--- config.mk ---
export PLATFORM = sky130hd
export DESIGN_NAME = strobe_down_counter
export DESIGN_NICKNAME = d
export VERILOG_FILES = /design/src/rtl/scd_pkg.sv /design/src/rtl/scd_rst_sync.sv /design/src/rtl/scd_trig.sv /design/src/rtl/scd_cnt.sv /design/src/rtl/strobe_down_counter.sv
export SDC_FILE = /design/constraint.sdc
export NUM_CORES = 1
export LEC_CHECK = 0
export ABC_AREA = 1
export BUFFER_PORTS_ARGS = -buffer_cell sky130_fd_sc_hd__buf_4
export CORE_AREA = 2 2 101 54
export CTS_CLUSTER_DIAMETER = 150
export DETAILED_ROUTE_END_ITERATION = 10
export DIE_AREA = 0 0 103 56
export PLACE_DENSITY = 0.66
export SETUP_SLACK_MARGIN = 0.1
export SYNTH_ARGS = -nofsm -noshare
export SYNTH_HDL_FRONTEND = slang
export SYNTH_SLANG_ARGS = --single-unit
--- constraint.sdc ---
create_clock -name clk_i -period 1.7 [get_ports clk_i]
set_input_delay 0.34 -clock clk_i [delete_from_list [all_inputs] [get_ports clk_i]]
set_output_delay 0.34 -clock clk_i [all_outputs]
set_load 0.01 [all_outputs]
--- src/rtl/scd_pkg.sv ---
package scd_pkg;
  typedef enum logic {
    SCD_SW = 1'b0,
    SCD_HW = 1'b1
  } scd_mode_e;
endpackage

--- src/rtl/scd_rst_sync.sv ---
module scd_rst_sync #(
  parameter int STAGES = 2
) (
  input  logic clk_i,
  input  logic arst_ni,
  output logic srst_no
);
  logic [STAGES-1:0] sync_q;
  logic [STAGES-1:0] sync_d;

  always_comb begin
    sync_d = {sync_q[STAGES-2:0], 1'b1};
  end

  always_ff @(posedge clk_i or negedge arst_ni) begin
    if (!arst_ni) sync_q <= '0;
    else          sync_q <= sync_d;
  end

  assign srst_no = sync_q[STAGES-1];
endmodule

--- src/rtl/scd_trig.sv ---
module scd_trig (
  input  logic clk_i,
  input  logic rst_ni,
  input  logic gate_i,
  output logic rise_o
);
  logic gate_q;
  logic gate_d;

  always_comb gate_d = gate_i;

  // reset value 1: a level already high at reset is not an edge
  always_ff @(posedge clk_i or negedge rst_ni) begin
    if (!rst_ni) gate_q <= 1'b1;
    else         gate_q <= gate_d;
  end

  assign rise_o = gate_i & ~gate_q;
endmodule

--- src/rtl/scd_cnt.sv ---
module scd_cnt #(
  parameter int CNT_W = 16
) (
  input  logic             clk_i,
  input  logic             rst_ni,
  input  logic             clr_i,
  input  logic             ld_i,
  input  logic [CNT_W-1:0] val_i,
  input  logic             start_i,
  input  logic             dec_en_i,
  output logic             tc_o,
  output logic             run_o
);
  localparam int CW = CNT_W + 1;

  logic [CNT_W-1:0] hold_q;
  logic [CW-1:0]    cnt_q, cnt_d;
  logic             pend_q, pend_d;
  logic             run_q, run_d;
  logic             xfer, dec, tc;

  always_comb begin
    xfer   = pend_q & ~clr_i;
    dec    = run_q & ~pend_q & ~clr_i & dec_en_i & (cnt_q != '0);
    tc     = dec & (cnt_q == CW'(1));
    pend_d = start_i & ~clr_i;
    cnt_d  = cnt_q;
    run_d  = run_q;
    if (clr_i) begin
      cnt_d = '0;
      run_d = 1'b0;
    end else if (xfer) begin
      cnt_d = {(hold_q == '0), hold_q};
      run_d = 1'b1;
    end else if (dec) begin
      cnt_d = cnt_q - CW'(1);
      if (tc) run_d = 1'b0;
    end
  end

  always_ff @(posedge clk_i or negedge rst_ni) begin
    if (!rst_ni)   hold_q <= '0;
    else if (ld_i) hold_q <= val_i;
  end

  always_ff @(posedge clk_i or negedge rst_ni) begin
    if (!rst_ni) begin
      cnt_q  <= '0;
      pend_q <= 1'b0;
      run_q  <= 1'b0;
    end else begin
      cnt_q  <= cnt_d;
      pend_q <= pend_d;
      run_q  <= run_d;
    end
  end

  assign tc_o  = tc;
  assign run_o = run_q;
endmodule

--- src/rtl/strobe_down_counter.sv ---
module strobe_down_counter
  import scd_pkg::*;
#(
  parameter int CNT_W       = 16,
  parameter int SYNC_STAGES = 2
) (
  input  logic             clk_i,
  input  logic             rst_ni,
  input  logic             mode_wr_i,
  input  logic             mode_hw_i,
  input  logic             load_i,
  input  logic [CNT_W-1:0] count_i,
  input  logic             gate_i,
  output logic             strobe_no
);
  logic      srst_n;
  logic      rise;
  logic      ld, start, dec_en, tc, run;
  logic      hw_mode;
  logic      strobe_q, strobe_d;
  scd_mode_e mode_q, mode_d;

  scd_rst_sync #(.STAGES(SYNC_STAGES)) u_rst (
    .clk_i   (clk_i),
    .arst_ni (rst_ni),
    .srst_no (srst_n)
  );

  scd_trig u_trig (
    .clk_i  (clk_i),
    .rst_ni (srst_n),
    .gate_i (gate_i),
    .rise_o (rise)
  );

  always_comb begin
    hw_mode  = (mode_q == SCD_HW);
    ld       = load_i & ~mode_wr_i;
    start    = hw_mode ? rise : ld;
    dec_en   = hw_mode | gate_i;
    mode_d   = mode_wr_i ? scd_mode_e'(mode_hw_i) : mode_q;
    strobe_d = ~tc;
  end

  scd_cnt #(.CNT_W(CNT_W)) u_cnt (
    .clk_i    (clk_i),
    .rst_ni   (srst_n),
    .clr_i    (mode_wr_i),
    .ld_i     (ld),
    .val_i    (count_i),
    .start_i  (start),
    .dec_en_i (dec_en),
    .tc_o     (tc),
    .run_o    (run)
  );

  always_ff @(posedge clk_i or negedge srst_n) begin
    if (!srst_n) begin
      mode_q   <= SCD_SW;
      strobe_q <= 1'b1;
    end else begin
      mode_q   <= mode_d;
      strobe_q <= strobe_d;
    end
  end

  assign strobe_no = strobe_q;
endmodule

==> impl_metrics.toml <==
[status]
outcome = "finished clean"

[logic_synthesis]
yosysTopAreaCell = "dfrtp_1"
synth.avg_cell_area_um2 = 7.65
synth_cells = 281
syn_nets = 305
synth_area_um2 = 2150
seq_area_frac_synth_pct = 46.7
ys_ff_latch = 40
yosys_most_used_dff = "dfrtp_1"
synth_common_cells = "nand2_1 (104), dfrtp_1 (38), nor2_1 (36)"
synth-edff-count = 0
synthTopCellsByArea = "dfrtp_1 (44%), nand2_1 (18%), nor2_1 (6.3%), mux2_2 (5.8%), inv_1 (4.2%)"
async_reset_ff_share_pct = 100
synth_cell_type_count = 33
synth_top_area_share_pct = 44.2
yosysWarningCount = 0
synth_most_common_cell = "nand2_1"

[finish]
drive_gt1_share_pct = 27.6
finalNetCount = 346
final_area_um2 = 2700
final-seq-area_um2 = 1010
fillers = 435
antenna_cells = 0
syn_to_final_growth_pct = 25.4
finalNonFillerCells = 393
multi_input_area_um2 = 1100

[placement]
hpwlAfterDp_um = 3750
post-place-cells = 377
gp_congestion = 0.948
port-buffer-count = 22
dpl_cell_area_um2 = 2440

[power]
power_density_nw_per_um2 = 1250
sw_frac_of_total_pct = 40.0
sequentialPowerShare_pct = 37.3
p_switching_mw = 1.35
p_leak_nw = 1.39
total_power_mw = 3.37
vdd.ir_drop.worst_mv = 0.729
comb_power_share_pct = 42.5
p_int_mw = 2.02
power_frac_clock_pct = 20.2

[sta]
finalMaxSlewViolations = 0
setup_tns_ns = 0
fin_crit_ns = 1.57
rsz0062_at_grt = "yes"
fin_worst_skew_ns = 0.00663
fmax_ghz = 0.635
final_hold_viol_count = 0
finalSetupViolations = 0
fin_crit_sh_pct = 92.6
whs_ns = 0.166

[global_routing]
grt-ovfl-total = 0
grt_pass1_vias = 1812
grt_max_degree = 39
grt_pass1_wl_um = 8660
antenna_found_initial = 0
grt_usage_pct = 19.4

[clock_network]
clk_pin_slew_ns = 0.08
ctsRootBufferMaster = "clkbuf_8"
cts_buffers = 5
cts_tree = "done"
clk_latency_ns = 0.30
clkSinkCount = 40
cts_max_path_buffers = 2
h-tree-depth = 2

[setup_path]
rr_startpoint = "u_cnt.cnt_q[0]"
crit_path_start_kind = "flop"
reg2reg_depth = 9
critPathArrivalTime_ns = 1.79
crit_type = "flop to flop"
endpoint = "u_cnt.cnt_q[6]"
ff2ff_setup_slack_ns = 0.13
cp-end-kind = "flop"
crit_fanout = 3
worstPathRequired_ns = 1.91
crit_start = "u_cnt.cnt_q[0]"
reg2reg_to = "u_cnt.cnt_q[6]"

[detailed_routing]
drc_errors = 0
drt_iter0_drc = 178
firstDrtPassIters = 4
dr_total_vias = 1939
avgViaCountPerCell = 4.93
avgRoutedWirePerCell_um = 13.2
drtAntennaViolNets = 0
wirelength_um = 5170

[min_path]
min_path_type = "input pin to flop"

[die]
num_rows = 18
pin_count = 23
die_width_um = 103
dieArea_um2 = 5770
die_h_um = 56
start_util_pct = 44.6
core-area_um2 = 4820

[flow_run]
maxCapViolCount = 0
## cells in the final DEF, fill, tap and decap left out, types with 3 or more instances in the layout
| cell | instances |
|---|---|
| nand2_1 | 101 |
| buf_4 | 37 |
| dfrtp_1 | 35 |
| nor2_1 | 26 |
| inv_1 | 22 |
| o21ai_0 | 12 |
| mux2_2 | 11 |
| nand3_1 | 10 |
| nor2_2 | 9 |
| a21oi_1 | 8 |
| clkbuf_8 | 6 |
| nand3b_1 | 5 |
| nand2_4 | 4 |
| inv_2 | 3 |
| nor2_4 | 3 |
| xor2_1 | 3 |
| nor4_1 | 3 |
| dfrtp_2 | 3 |
## through the flow
step	utilization, %	worst slack [ns]
finish	56.0	0.126
detailed placement	50.7	0.0488
CTS	53.3	0.113
floorplan	-	0.196
global placement	50.7	0.147
global route	56.0	0.0586
## repair_timing
action	CTS	global route
endpoints found under the setup margin	14	16
hold buffers	1	0
hold endpoints to repair	2	0
buffers inserted	1	6
cloned	0	0
pin swaps	1	4
resized for setup	3	27
## critical path, stage by stage, from the launching register on
cell	delay, ns
dfrtp_1	0.43
inv_2	0.12
ha_4	0.16
buf_4	0.11
nand2_1	0.07
nor2_2	0.18
nand2_1	0.08
nand3_1	0.09
o21ai_0	0.09
o21ai_0	0.17
## how the worst min path moves through the flow
stage,cells past startpoint,end,from
finish,1,u_trig.gate_q,gate_i
global route,1,u_trig.gate_q,gate_i
CTS,1,u_trig.gate_q,gate_i
detailed placement,1,u_rst.sync_q[0],rst_ni
global placement,1,u_rst.sync_q[0],rst_ni
floorplan,0,u_rst.sync_q[0],rst_ni
## power by group through the flow
stage	clock network, mW	logic [mW]	registers, mW
final	0.680	1.43	1.26
after global placement	0	1.15	1.25
after floorplan	0	0.886	1.22
after global routing	0.736	1.62	1.27
after detailed placement	0	1.18	1.25
after CTS	0.693	1.21	1.24
## logic make-up (layout without fill, tap and decap cells)
kind of cell,after synthesis,in the layout,synth area share (%)
adders and majority gates,2,2,1.16
buffers and inverters,31,73,5.87
xor gates and xnor gates,4,4,1.63
AOI/OAI and AO/OA,24,24,5.93
DFF,40,40,46.7
other,1,1,0.174
muxes,11,11,5.76
and+or+nand+nor,168,168,32.8
## flip-flops by register name, summed over array words and instances, names as in the netlist
signal	count
hw_mode	1
strobe_no	1
u_cnt.cnt_q	17
u_cnt.hold_q	16
u_cnt.pend_q	1
u_cnt.run_o	1
u_rst.sync_q	2
u_trig.gate_q	1
## cell type report
| class | count | area share, % |
|---|---|---|
| Multi-Input combinational cell | 210 | 40.6 |
| Sequential cell | 40 | 37.3 |
| Timing Repair Buffer | 39 | 11.1 |
| Inverter | 26 | 4.08 |
| Tap cell | 70 | 3.25 |
| Clock buffer | 6 | 3.06 |
| Clock inverter | 2 | 0.557 |
## routing by layer
layer / vias to the layer above / part of all wire [%] / GRT usage (%)
met2: 59 / 42 / 26.1
met3: 8 / 6.4 / 4.40
met5: - / 0 / 0
met1: 905 / 50 / 30.3
li1: 967 / - / -
met4: 0 / 1.8 / 6.20
No activity file was read; power rests on OpenSTA's default activity.
